--- src/rtl/lanewr_pkg.sv ---
package lanewr_pkg;

   // Kind of access held in the input register
   typedef enum logic [1:0] {
      OP_IDLE  = 2'd0,
      OP_READ  = 2'd1,
      OP_WRITE = 2'd2
   } op_e;

endpackage

--- src/rtl/lanewr_qualify.sv ---
// Turns the write strobes into one lane mask and classifies the cycle.
module lanewr_qualify
   import lanewr_pkg::*;
#(
   parameter int LANES = 2
) (
   input  logic             access_i,
   input  logic             sleep_i,
   input  logic             gw_n_i,
   input  logic             bwe_n_i,
   input  logic [LANES-1:0] bsel_n_i,
   output logic [LANES-1:0] lane_we_o,
   output op_e              op_o
);

   logic             take;
   logic [LANES-1:0] raw_we;

   assign take = access_i & ~sleep_i;

   // global write forces every lane; otherwise each select needs the enable
   for (genvar l = 0; l < LANES; l++) begin : g_lane
      assign raw_we[l] = ~gw_n_i | (~bwe_n_i & ~bsel_n_i[l]);
   end

   assign lane_we_o = take ? raw_we : '0;

   always_comb begin
      if (!take)          op_o = OP_IDLE;
      else if (|raw_we)   op_o = OP_WRITE;
      else                op_o = OP_READ;
   end

endmodule

--- src/rtl/lanewr_inreg.sv ---
// Input register: captures the qualified access on the rising edge.
module lanewr_inreg
   import lanewr_pkg::*;
#(
   parameter int LANES = 2,
   parameter int LW    = 9,
   parameter int AW    = 4,
   localparam int WW   = LANES * LW
) (
   input  logic             clk,
   input  logic             rst_n,
   input  op_e              op_i,
   input  logic [LANES-1:0] mask_i,
   input  logic [AW-1:0]    addr_i,
   input  logic [WW-1:0]    word_i,
   output op_e              op_q,
   output logic [LANES-1:0] mask_q,
   output logic [AW-1:0]    addr_q,
   output logic [WW-1:0]    word_q
);

   always_ff @(posedge clk or negedge rst_n) begin
      if (!rst_n) begin
         op_q   <= OP_IDLE;
         mask_q <= '0;
      end else begin
         op_q   <= op_i;
         mask_q <= mask_i;
      end
   end

   // payload loads only for real accesses; no reset needed
   always_ff @(posedge clk) begin
      if (op_i != OP_IDLE) begin
         addr_q <= addr_i;
         word_q <= word_i;
      end
   end

endmodule

--- src/rtl/lanewr_array.sv ---
// Lane-split storage: one narrow memory per lane, asynchronous read.
module lanewr_array #(
   parameter int LANES = 2,
   parameter int LW    = 9,
   parameter int DEPTH = 16,
   parameter int AW    = 4,
   localparam int WW   = LANES * LW
) (
   input  logic             clk,
   input  logic             we_i,
   input  logic [LANES-1:0] lane_en_i,
   input  logic [AW-1:0]    addr_i,
   input  logic [WW-1:0]    wword_i,
   output logic [WW-1:0]    rword_o
);

   for (genvar l = 0; l < LANES; l++) begin : g_lane
      logic [LW-1:0] store [DEPTH];

      always_ff @(posedge clk) begin
         if (we_i && lane_en_i[l]) begin
            store[addr_i] <= wword_i[l*LW +: LW];
         end
      end

      assign rword_o[l*LW +: LW] = store[addr_i];
   end

endmodule

--- src/rtl/lanewr_outctl.sv ---
// Drive-enable and output gating for the data bus.
module lanewr_outctl
   import lanewr_pkg::*;
#(
   parameter int LANES         = 2,
   parameter int LW            = 9,
   parameter bit ZERO_WHEN_OFF = 1'b1,
   localparam int WW           = LANES * LW
) (
   input  op_e           op_q,
   input  logic          oe_n_i,
   input  logic          sleep_i,
   input  logic [WW-1:0] rword_i,
   output logic [WW-1:0] word_o,
   output logic          drive_o
);

   // any write or idle stage turns the bus off, whatever the pin says
   assign drive_o = (op_q == OP_READ) & ~oe_n_i & ~sleep_i;

   if (ZERO_WHEN_OFF) begin : g_zero
      assign word_o = drive_o ? rword_i : '0;
   end else begin : g_pass
      assign word_o = rword_i;
   end

endmodule

--- src/rtl/lanewr_core.sv ---
// Byte-lane write control and data path, top level.
module lanewr_core
   import lanewr_pkg::*;
#(
   parameter int LANES         = 2,
   parameter int LANE_DATA     = 8,
   parameter int LANE_PAR      = 1,
   parameter int DEPTH         = 16,
   parameter bit ZERO_WHEN_OFF = 1'b1,
   localparam int AW  = $clog2(DEPTH),
   localparam int LW  = LANE_DATA + LANE_PAR,
   localparam int DQW = LANES * LANE_DATA,
   localparam int DPW = LANES * LANE_PAR,
   localparam int WW  = LANES * LW
) (
   input  logic             clk,
   input  logic             rst_n,
   input  logic             sleep_i,
   input  logic             access_i,
   input  logic [AW-1:0]    addr_i,
   input  logic             gw_n_i,
   input  logic             bwe_n_i,
   input  logic [LANES-1:0] bsel_n_i,
   input  logic             oe_n_i,
   input  logic [DQW-1:0]   dq_i,
   input  logic [DPW-1:0]   dp_i,
   output logic [DQW-1:0]   dq_o,
   output logic [DPW-1:0]   dp_o,
   output logic             dq_oe_o
);

   // elaboration-time parameter checks
   if (LANES < 1) begin : g_bad_lanes
      $error("lanewr_core: LANES must be at least 1");
   end
   if (LANE_DATA < 1 || LANE_PAR < 0) begin : g_bad_lane_w
      $error("lanewr_core: lane widths out of range");
   end
   if (DEPTH < 2 || (1 << AW) != DEPTH) begin : g_bad_depth
      $error("lanewr_core: DEPTH must be a power of two >= 2");
   end

   // pack pins into lane-ordered words: {parity, data} per lane
   logic [WW-1:0] in_word, st_word, rd_word, out_word;

   for (genvar l = 0; l < LANES; l++) begin : g_pack
      assign in_word[l*LW +: LANE_DATA] = dq_i[l*LANE_DATA +: LANE_DATA];
      assign dq_o[l*LANE_DATA +: LANE_DATA] = out_word[l*LW +: LANE_DATA];
      if (LANE_PAR > 0) begin : g_par
         assign in_word[l*LW+LANE_DATA +: LANE_PAR] = dp_i[l*LANE_PAR +: LANE_PAR];
         assign dp_o[l*LANE_PAR +: LANE_PAR] = out_word[l*LW+LANE_DATA +: LANE_PAR];
      end
   end

   op_e              cyc_op, st_op;
   logic [LANES-1:0] cyc_mask, st_mask;
   logic [AW-1:0]    st_addr;

   lanewr_qualify #(.LANES(LANES)) qual_i (
      .access_i (access_i),
      .sleep_i  (sleep_i),
      .gw_n_i   (gw_n_i),
      .bwe_n_i  (bwe_n_i),
      .bsel_n_i (bsel_n_i),
      .lane_we_o(cyc_mask),
      .op_o     (cyc_op)
   );

   lanewr_inreg #(.LANES(LANES), .LW(LW), .AW(AW)) inreg_i (
      .clk   (clk),
      .rst_n (rst_n),
      .op_i  (cyc_op),
      .mask_i(cyc_mask),
      .addr_i(addr_i),
      .word_i(in_word),
      .op_q  (st_op),
      .mask_q(st_mask),
      .addr_q(st_addr),
      .word_q(st_word)
   );

   // a captured write lands in the array at the following edge
   lanewr_array #(.LANES(LANES), .LW(LW), .DEPTH(DEPTH), .AW(AW)) array_i (
      .clk      (clk),
      .we_i     (st_op == OP_WRITE),
      .lane_en_i(st_mask),
      .addr_i   (st_addr),
      .wword_i  (st_word),
      .rword_o  (rd_word)
   );

   lanewr_outctl #(.LANES(LANES), .LW(LW), .ZERO_WHEN_OFF(ZERO_WHEN_OFF)) outctl_i (
      .op_q   (st_op),
      .oe_n_i (oe_n_i),
      .sleep_i(sleep_i),
      .rword_i(rd_word),
      .word_o (out_word),
      .drive_o(dq_oe_o)
   );

endmodule

--- config.mk ---
export PLATFORM = sky130hd
export DESIGN_NAME = lanewr_core
export DESIGN_NICKNAME = d
export VERILOG_FILES = /design/src/rtl/lanewr_pkg.sv /design/src/rtl/lanewr_qualify.sv /design/src/rtl/lanewr_inreg.sv /design/src/rtl/lanewr_array.sv /design/src/rtl/lanewr_outctl.sv /design/src/rtl/lanewr_core.sv
export SDC_FILE = /design/constraint.sdc
export NUM_CORES = 1
export LEC_CHECK = 0
export BUFFER_PORTS_ARGS = -buffer_cell sky130_fd_sc_hd__buf_2
export CAP_MARGIN = 20
export CORE_MARGIN = 5
export CORE_UTILIZATION = 50
export CTS_CLUSTER_DIAMETER = 80
export DETAILED_ROUTE_END_ITERATION = 10
export PLACE_DENSITY = 0.7
export SETUP_SLACK_MARGIN = 0.5
export SLEW_MARGIN = 20
export SYNTH_ARGS = -nofsm -noshare
export SYNTH_HDL_FRONTEND = slang
export SYNTH_SLANG_ARGS = --single-unit
export TNS_END_PERCENT = 30
--- constraint.sdc ---
create_clock -name clk -period 2.9 [get_ports clk]
set_clock_uncertainty 0.1 [all_clocks]
set_input_delay 0.58 -clock clk [delete_from_list [all_inputs] [get_ports clk]]
set_output_delay 0.58 -clock clk [all_outputs]
set_load 0.01 [all_outputs]
# == Word level (Yosys, flattened, before mapping) ==
# Memory sizes are Yosys's and may differ from the RTL's. A register that Yosys moved wholly into a read port is not among the register bits.
# Index checks and enable logic that the tools add are counted.
# word_totals
ff_bits,26
latchBits,0
ram_bits,288
romBits,0
out_inout_bits,19
mem_count,2
# op_classes
addsub,0
mul,0
div,0
magnitude_cmp,0
n_eq_ne,2
n_shift,0
n_mux,10
n_bitwise,13
n_reduce_logical,4
# memory_table
memory,depth,width,read_ports,rd_ports_with_merged_regs,wr,line_no,rtl
array_i.g_lane[0].store,16,9,1,1,1,lanewr_array.sv:18,logic [LW-1:0] store [DEPTH];
array_i.g_lane[1].store,16,9,1,1,1,lanewr_array.sv:18,
# ops
op,n
2-to-1 mux 18 bit,1
2-to-1 mux 4 bit,2
2-to-1 mux 2 bit,3
inverter 1 bit,6
bitwise AND 1 bit,5
2-to-1 mux 1 bit,4
"== test 2 x 1 -> 1 bit, second input constant",1
"== test 2 bit, second input constant",1
logical AND 1 bit,2
OR 1 bit,2
nonzero test 2 bit,1
OR reduction 2 bit,1

# == Logic depth before layout (Yosys ltp) ==
# Gate-level depths: netlist of the first run.
# logic_depth
depth_word,8
depth_mapped,7
ltp_nobuf,4

# == Cells and area by module ==
# From an unflattened synthesis of the first run, not the netlist that was laid out.
# unflattened
cells_unflattened,550
area_unflattened_um2,12036.5
# by_module_without_submodules
mod,n_inst,cells_per_inst,area_each_um2,seq_area_each_um2
lanewr_array,1,494,11034.3,8648.3
lanewr_inreg,1,27,767.0,760.7
lanewr_outctl,1,20,170.2,0.0
lanewr_qualify,1,8,51.3,0.0
lanewr_core,1,1,13.8,0.0

# == Worst setup path before layout of the first run ==
# Ideal clock, no wire load.
# synth_timing
path_type,input-to-output
startpoint,in sleep_i
endpoint,out dp_o[0]
arrival_time_ns,1.770
required_time_ns,2.220
slack_ns,0.450
path_stages,6
path_buffers,2
path_cell_list,nor4b_4 > and2_1 > buf_2 > buf_2 > a22oi_1 > o211ai_1
# synth_between
elab_chain_len,3
# synth_rtl
element,line_no,rtl
"start, declared",lanewr_core.sv:18,"input logic sleep_i,"
inverter 1 bit,lanewr_outctl.sv:19,assign drive_o = (op_q == OP_READ) & ~oe_n_i & ~sleep_i;
bitwise AND 1 bit,lanewr_outctl.sv:19,
2-to-1 mux 18 bit,lanewr_outctl.sv:22,assign word_o = drive_o ? rword_i : '0;
"end, declared",lanewr_core.sv:28,"output logic [DPW-1:0] dp_o,"
# Every way passes these cells.

==> impl_metrics.toml, run 1 <==
[yosys]
ys_seq_elements = 318
syn_nets = 633
synthDistinctLibCells = 28
synthCells = 602
synth_top_area_share_pct = 76.2
yosysWarnings = 0
yosysTopAreaCell = "edfxtp_1"
synthTopCellsByArea = "edfxtp_1, mux4_2, mux2i_1, a22oi_1, nor2_1"
seq_area_frac_synth_pct = 77.6
synthesis.area_um2 = 12200
postSynthAreaPerCell_um2 = 20.3

[clocking]
root_buffer = "clkbuf_16"
cts_made_buffers = 30
clk_pin_slew_ns = 0.06
cts_tree = "done"
clock_sinks = 318
clk_latency_ns = 0.54
h-tree-depth = 1
clk_path_buf_depth = 3

[routing]
drtIter0Drc = 862
wl_per_cell_um = 24.6
vias = 6259
drtPass1Iterations = 5
drc = 0
vias_per_cell = 5.96
wirelength_um = 25900
ant_nets = 0

[setup_path]
cp.arrival_ns = 2.33
critPathRequiredTime_ns = 2.22
cp-start-kind = "register"
crit_path_end_kind = "primary output"
worst-path-max-fanout = 7
worstSetupPathType = "register to primary output"

[die]
fp.dieH_um = 166
start_util_pct = 50.6
die_w_um = 166
fp-row-count = 57
fp.coreArea_um2 = 24200
dieArea_um2 = 27700
io_pins = 50

[outcome]
status = "finished with violations"
violations = "setup timing"

[global_routing]
grt.met1_usage_pct = 25.8
grt_pass1_wl_um = 38300
grt-busiest-layer = "met2"
grt_max_degree = 48
met2_usage_pct = 28.4
grt_overflow = 0
antenna_found_initial = 0
grtUsageMet3_pct = 4.28
track_usage_pct = 18.0
grt_pass1_vias = 6321

[placed_design]
dp_cells = 981
dp.final_hpwl_um = 15600
io_buffers = 49
place.gp.congestion = 0.853

[power_and_ir_drop]
p_per_area_nw_per_um2 = 660
total_power_mw = 9.47
p_leak_nw = 4.73
peakVddDrop_uv = 536

[timing]
min_period_over_period_pct = 104
final.setup.worst_slack_ns = -0.110
drv_slew = 0
maxSlewHeadroom_pct = 41.7
rsz0062_at_grt = "true"
finalHoldViolCount = 0
min_period_ns = 3.01
finalSetupViolCount = 18
tightest_slew_ns = 0.871
fmax_ghz = 0.332

[finish]
fillers = 1673
final_cells = 1051
syn_to_final_growth_pct = 17.5
antenna_cells = 0
fin_util_pct = 59.4
finalNetCount = 736
drive_above_1_share_pct = 30.5

[hold_path]
hp-class = "input port to register"

[job]
maxCapViolCount = 0
cell type report:
cell class	count	area [µm²]	share of cell area (%)
flip-flops and latches	318	9500	66.1
repair buffers	105	911	6.34
clock inverters	12	108	0.749
inverters	2	7.51	0.0523
clock buffers	42	837	5.83
multi-input cells	248	2600	18.1
well taps	324	405	2.82
flip-flops by register name (all words and copies together) (netlist names), named ones only:
name                  cells
array_i.g_lane.store    288
inreg_i.word_q           18
inreg_i.addr_q            4
inreg_i.mask_q            2
inreg_i.op_q              2
final timing paths:
| path | slack [ns] | from | depth (start not counted) | endpoint |
|---|---|---|---|---|
| min in group asynchronous | 0.26 | rst_n | 2 | inreg_i.op_q[1]$_DFF_PN0_ |
| max in group asynchronous | 2.32 | rst_n | 2 | inreg_i.op_q[0]$_DFF_PN0_ |
| worst min-delay path | 0.11 | dq_i[8] | 1 | inreg_i.word_q[9]$_DFFE_PN_ |
| worst max-delay path | -0.11 | register | 5 | dq_o[15] |
| worst max register to register | 0.77 | inreg_i.op_q[0]$_DFF_PN0_ | 3 | array_i.g_lane[1].store[5][6]$_DFFE_PP_ |
| worst min register to register | 0.68 | inreg_i.addr_q[1]$_DFFE_PN_ | 1 | register |
report_power, final:
group | leakage, nW | internal [mW] | switching, mW | total [mW]
Sequential | 2.88 | 5.10 | 0.109 | 5.21
Clock | 0.461 | 2.18 | 1.56 | 3.74
Combinational | 1.39 | 0.268 | 0.260 | 0.528
cells by family (layout without fill, tap and decap cells):
kind of cell | after synthesis | in the layout | share of synthesized area, %
compound gates | 53 | 53 | 3.24
simple gates | 100 | 100 | 3.98
flops | 318 | 318 | 77.6
mux | 95 | 95 | 13.5
buf+inv | 36 | 161 | 1.68
per-stage QoR:
step / TNS, ns / cell area (µm²) / hold WS (ns) / setup slack [ns]
floorplan: 0 / 12200 / 0.184 / 0.494
global placement: 0 / 13000 / 0.283 / 0.253
detailed placement: 0 / 13000 / 0.290 / 0.218
CTS: -0.908 / 14200 / 0.0906 / -0.0996
global route: -2.37 / 14400 / 0.0883 / -0.169
finish: -0.848 / 14400 / 0.110 / -0.110
cell usage after synthesis:
| library cell | instances |
|---|---|
| a21oi_1 | 1 |
| a22o_1 | 1 |
| a22oi_1 | 34 |
| and2_1 | 1 |
| and3b_1 | 3 |
| buf_1 | 1 |
| buf_2 | 14 |
| buf_4 | 1 |
| buf_6 | 5 |
| buf_8 | 1 |
| clkbuf_1 | 12 |
| dfrtp_1 | 4 |
| dfxtp_1 | 4 |
| edfxtp_1 | 310 |
| inv_1 | 2 |
| mux2_2 | 6 |
| mux2i_1 | 34 |
| mux4_2 | 55 |
| nand2_1 | 17 |
| nand2b_1 | 6 |
| nand3_1 | 23 |
| nand3b_1 | 3 |
| nor2_1 | 34 |
| nor2_2 | 1 |
| nor2b_1 | 2 |
| nor3_1 | 9 |
| nor4b_4 | 1 |
| o211ai_1 | 17 |
placed cells by master, fill, tap and decap left out, drive strengths merged:
master	Yosys	final
a21oi	1	1
a22o	1	1
a22oi	34	34
and2	1	1
and3b	3	3
buf	22	101
bufinv	0	2
clkbuf	12	45
clkinv	0	9
clkinvlp	0	1
dfrtp	4	4
dfxtp	4	4
dlygate4sd3	0	1
edfxtp	310	310
inv	2	2
mux2	6	6
mux2i	34	34
mux4	55	55
nand2	17	17
nand2b	6	6
nand3	23	23
nand3b	3	3
nor2	35	35
nor2b	2	2
nor3	9	9
nor4b	1	1
o211ai	17	17
layer usage:
metal  up-vias  share of wire (%)  wire [µm]
li1       2686                  -          -
met1      3234                 41      10500
met2       290                 49      12600
met3        49                8.3       2150
met4         0                2.2        558
met5         -                  0          0
repair_timing:
action                                 CTS  global route
hold buffers                             1             0
pin swaps                                3             3
gates cloned                             3             4
gates resized for setup                 12            16
endpoints found under the hold margin    4             0
setup endpoints to repair               18            18
setup buffers                            5             3
critical path: stages, from the launching register on:
cell     delay, ns
dfxtp_4       0.48
buf_6         0.16
mux4_2        0.49
mux2_4        0.29
a22o_1        0.21
buf_2         0.14
No activity file was read; power rests on OpenSTA's default activity.
==> run 2: changes to the inputs <==
--- a/config.mk
+++ b/config.mk
@@ -7,11 +7,13 @@
 export LEC_CHECK = 0
 export BUFFER_PORTS_ARGS = -buffer_cell sky130_fd_sc_hd__buf_2
 export CAP_MARGIN = 20
+export CELL_PAD_IN_SITES_DETAIL_PLACEMENT = 1
+export CELL_PAD_IN_SITES_GLOBAL_PLACEMENT = 1
 export CORE_MARGIN = 5
 export CORE_UTILIZATION = 50
 export CTS_CLUSTER_DIAMETER = 80
 export DETAILED_ROUTE_END_ITERATION = 10
-export PLACE_DENSITY = 0.7
+export PLACE_DENSITY = 0.77
 export SETUP_SLACK_MARGIN = 0.5
 export SLEW_MARGIN = 20
 export SYNTH_ARGS = -nofsm -noshare
==> impl_metrics.toml, run 2 (synthesized netlist as in run 1, its figures left out) <==
[finish]
fin_area_um2 = 14600
largest-register = "array_i.g_lane.store"
final_cells = 1067
reg_top3 = "array_i.g_lane.store (288), inreg_i.word_q (18), inreg_i.addr_q (4)"
antenna_cells = 0
drive_above_1_share_pct = 33.8
finalNetCount = 750
final_common_cell = "edfxtp_1"
fin_util_pct = 60.3
layout_common_cells = "edfxtp_1, mux4_2, buf_2"
syn_to_final_growth_pct = 19.3
largest_reg_flops = 288

[routing]
drtPass1Iterations = 5
drtIter0Drc = 1032
wl_per_cell_um = 30.7
ant_nets = 0
wirelength_um = 32700
drc = 0
vias = 6707
vias_per_cell = 6.29

[setup_path]
r2r_start = "inreg_i.op_q[0]$_DFF_PN0_"
worstSetupPathType = "register to primary output"
crit_path_end_kind = "primary output"
worst-path-max-fanout = 5
cp.arrival_ns = 2.56
critPathRequiredTime_ns = 2.22
cp-start-kind = "register"
critPathLaunch = "inreg_i.op_q[1]$_DFF_PN0_"

[timing]
min_period_over_period_pct = 112
maxSlewHeadroom_pct = 40.4
finalSetupViolCount = 18
finalHoldViolCount = 0
fmax_ghz = 0.308
hold-worst-slack_ns = 0.105
final.setup.worst_slack_ns = -0.343
drv_slew = 0
rsz0062_at_grt = "true"
tightest_slew_ns = 0.890
min_period_ns = 3.24

[outcome]
status = "finished with violations"
violations = "setup timing"

[placed_design]
pre_cts_ws_ns = 0.0958
dpl_cell_area_um2 = 13100
place.gp.congestion = 0.816
dp_cells = 983
dp.final_hpwl_um = 17700
io_buffers = 49

[global_routing]
grt_max_degree = 42
grt_overflow = 0
track_usage_pct = 22.5
grt_pass1_vias = 6954
antenna_found_initial = 0
grt_pass1_wl_um = 47100

[clocking]
h-tree-depth = 1
cts_tree = "done"
clk_pin_slew_ns = 0.06
clock_sinks = 318
clk_latency_ns = 0.55
cts_made_buffers = 30
clk_path_buf_depth = 3
root_buffer = "clkbuf_16"

[die]
start_util_pct = 50.6
die_w_um = 166
fp.dieH_um = 166
dieArea_um2 = 27700
fp-row-count = 57
io_pins = 50
fp.coreArea_um2 = 24200

[hold_path]
hold_path_startpoint = "dq_i[4]"
hp-class = "input port to register"

[power_and_ir_drop]
peakVddDrop_uv = 568
p_leak_nw = 4.84
p_per_area_nw_per_um2 = 660

[job]
maxCapViolCount = 0
==> run 2: where the power goes <==
group / switching [mW] / leakage [nW] / internal, mW
registers: 0.117 / 2.88 / 5.10
clock network: 1.73 / 0.478 / 2.14
logic: 0.280 / 1.48 / 0.261
==> run 2: path summary, 6_finish.rpt <==
check | endpoint | cells past startpoint | slack (ns)
worst min-delay path | inreg_i.word_q[4]$_DFFE_PN_ | 1 | 0.11
worst max-delay path | dq_o[9] | 9 | -0.34
worst min register to register | register | 1 | 0.73
min in group asynchronous | inreg_i.op_q[0]$_DFF_PN0_ | 2 | 0.26
max in group asynchronous | inreg_i.mask_q[0]$_DFF_PN0_ | 2 | 2.30
worst max register to register | array_i.g_lane[1].store[4][6]$_DFFE_PP_ | 3 | 0.83
==> run 2: layer usage <==
metal  GRT usage [%]  wire length (µm)
met5               0                 0
met1            32.4             12600
met3            3.95              2940
met2            35.7             16000
met4            6.76              1150
==> run 2: final cells by class <==
class                   instances  area (µm²)
clock buffers                  36         795
clock inverters                20         156
fillers                      2047        9600
inverters                       2        7.51
multi-input cells             248        2630
flip-flops and latches        318        9500
well taps                     324         405
repair buffers                119        1090
==> run 2: what timing repair did <==
action / in CTS / in global routing
gates cloned: 5 / 3
hold buffers: 1 / 0
pin swaps: 5 / 10
resized for setup: 28 / 16
endpoints found under the setup margin: 18 / 19
endpoints found under the hold margin: 4 / 0
buffers inserted: 8 / 11
==> run 2: through the flow <==
stage | setup TNS, ns | power (mW)
after global placement | 0 | 5.71
after floorplan | 0 | 5.56
final | -4.58 | 9.63
after detailed placement | 0 | 5.74
after global routing | -5.21 | 9.93
after CTS | -2.43 | 9.55
==> run 2: worst max-delay path, stage by stage, from the launching register on <==
cell and delay (ns):
dfrtp_1 0.41, nor4b_4 0.41, nor2b_4 0.27, buf_6 0.13
buf_12 0.11, buf_6 0.11, buf_6 0.09, a22oi_2 0.05
o211ai_1 0.26, buf_2 0.19
==> run 3: changes to the inputs <==
--- a/config.mk
+++ b/config.mk
@@ -14,7 +14,7 @@
 export CTS_CLUSTER_DIAMETER = 80
 export DETAILED_ROUTE_END_ITERATION = 10
 export PLACE_DENSITY = 0.77
-export SETUP_SLACK_MARGIN = 0.5
+export SETUP_SLACK_MARGIN = 0.1
 export SLEW_MARGIN = 20
 export SYNTH_ARGS = -nofsm -noshare
 export SYNTH_HDL_FRONTEND = slang
==> impl_metrics.toml, run 3 (synthesized netlist as in run 1, its figures left out) <==
[power_and_ir_drop]
switching_share_pct = 20.9
combPwrFrac_pct = 5.4
peakVddDrop_uv = 651
p_leak_nw = 4.83
p_int_mw = 7.93
net-switching-power_mw = 2.10
clkPwrFrac_pct = 42.6
seq_power_share_pct = 52.0
p_per_area_nw_per_um2 = 686

[placed_design]
dp.final_hpwl_um = 18200
dpl_cell_area_um2 = 13100
pre_cts_ws_ns = 0.00727
io_buffers = 49
place.gp.congestion = 0.816

[finish]
finalNetCount = 748
antenna_cells = 0
largest-register = "array_i.g_lane.store"
layout_common_cells = "edfxtp_1, mux4_2, buf_4"
syn_to_final_growth_pct = 19.6
fin_area_um2 = 14600
drive_above_1_share_pct = 35.4
largest_reg_flops = 288
final_common_cell = "edfxtp_1"
fillers = 2049
reg_top3 = "array_i.g_lane.store (288), inreg_i.word_q (18), inreg_i.addr_q (4)"

[global_routing]
grt_overflow = 0
antenna_found_initial = 0
track_usage_pct = 21.2
grt_max_degree = 41
grt_pass1_wl_um = 44000
grt_pass1_vias = 6923

[routing]
drtPass1Iterations = 5
ant_nets = 0
vias = 6509
vias_per_cell = 6.12
wirelength_um = 30600
wl_per_cell_um = 28.8
drtIter0Drc = 811
drc = 0

[outcome]
status = "finished with violations"
violations = "setup timing"

[timing]
final.setup.worst_slack_ns = -0.207
tightest_slew_ns = 0.990
fmax_ghz = 0.322
min_period_ns = 3.11
min_period_over_period_pct = 107
finalSetupViolCount = 17
drv_slew = 0
maxSlewHeadroom_pct = 33.7
finalHoldViolCount = 0
setup_tns_ns = -1.46
rsz0062_at_grt = "true"

[clocking]
clk_latency_ns = 0.55
h-tree-depth = 1
cts_tree = "done"
clk_pin_slew_ns = 0.06
clk_path_buf_depth = 3
clock_sinks = 318
cts_made_buffers = 30
root_buffer = "clkbuf_16"

[die]
fp-row-count = 57
start_util_pct = 50.6
fp.dieH_um = 166
die_w_um = 166
fp.coreArea_um2 = 24200
dieArea_um2 = 27700
io_pins = 50

[setup_path]
critPathRequiredTime_ns = 2.22
crit_path_end_kind = "primary output"
cp.arrival_ns = 2.43
worst-path-max-fanout = 10
worstSetupPathType = "register to primary output"
cp-start-kind = "register"

[job]
maxCapViolCount = 0

[hold_path]
hp-class = "input port to register"
==> run 3: cell types whose count changed in the layout (fill, tap and decap cells not counted), moves of 4 or more <==
cell | before | now
buf_16 | 6 | 0
clkinv_2 | 11 | 5
buf_6 | 10 | 3
buf_4 | 41 | 50
a22oi_1 | 20 | 11
a22oi_2 | 14 | 23
nand3_1 | 23 | 19
bufinv_16 | 2 | 7
nand3_2 | 0 | 4
==> run 3: layer usage <==
metal  share of wire (%)  up-vias  global-route usage [%]
met5                   0        -                       0
met4                 2.7        0                    7.22
met3                 8.8       59                    4.24
met2                  50      342                    34.6
met1                  38     3407                    28.8
li1                    -     2701                       -
==> run 3: timing repair <==
action / 4_1_cts / 5_1_grt
cloned: 1 / 2
endpoints found under the setup margin: 18 / 18
gates resized for setup: 31 / 22
setup buffers: 13 / 4
hold buffers: 1 / 0
endpoints found under the hold margin: 4 / 0
pin swaps: 4 / 4
==> run 3: path summary, 6_finish.rpt <==
check,cells past startpoint,startpoint,slack (ns),endpoint
setup / recovery,7,register,-0.21,dq_o[1]
hold / removal,1,dq_i[0],0.1,inreg_i.word_q[0]$_DFFE_PN_
setup reg to reg,4,inreg_i.op_q[1]$_DFF_PN0_,0.75,array_i.g_lane[0].store[3][4]$_DFFE_PP_
hold reg to reg,1,inreg_i.addr_q[1]$_DFFE_PN_,0.69,register
max in group asynchronous,2,rst_n,2.31,inreg_i.mask_q[1]$_DFF_PN0_
min in group asynchronous,2,rst_n,0.26,inreg_i.mask_q[0]$_DFF_PN0_
==> run 3: cell type report <==
class	instances	area, µm²	share of cell area [%]
well taps	324	405	2.77
flip-flops and latches	318	9500	65.0
clock buffers	35	791	5.41
clock inverters	20	279	1.91
inverters	2	7.51	0.0514
multi-input cells	248	2700	18.4
repair buffers	117	942	6.45
==> run 3: per-stage QoR <==
stage | hold slack, ns | total power, mW | utilization, % | cells
6_report | 0.0976 | 10.0 | 60.5 | 1064
5_1_grt | 0.0801 | 10.3 | 60.5 | 1064
4_1_cts | 0.0788 | 10.0 | 59.8 | 1058
3_5_place_dp | 0.293 | 5.77 | 54.2 | 988
3_3_place_gp | 0.286 | 5.75 | 54.2 | 988
2_1_floorplan | 0.184 | 5.56 | - | 602
==> run 3: power groups by stage <==
| stage | clock (mW) | sequential, mW | combinational, mW |
|---|---|---|---|
| 2_1_floorplan | 0 | 5.24 | 0.324 |
| 3_3_place_gp | 0 | 5.29 | 0.454 |
| 3_5_place_dp | 0 | 5.31 | 0.463 |
| 4_1_cts | 4.29 | 5.21 | 0.515 |
| 5_1_grt | 4.56 | 5.22 | 0.563 |
| 6_report | 4.28 | 5.21 | 0.538 |
==> run 3: worst max-delay path, cell delays in order, from the launching register on <==
cell	delay, ns
dfxtp_4	0.40
buf_12	0.17
buf_4	0.14
mux2i_1	0.11
a22oi_1	0.42
a22oi_2	0.17
o211ai_1	0.26
buf_2	0.19
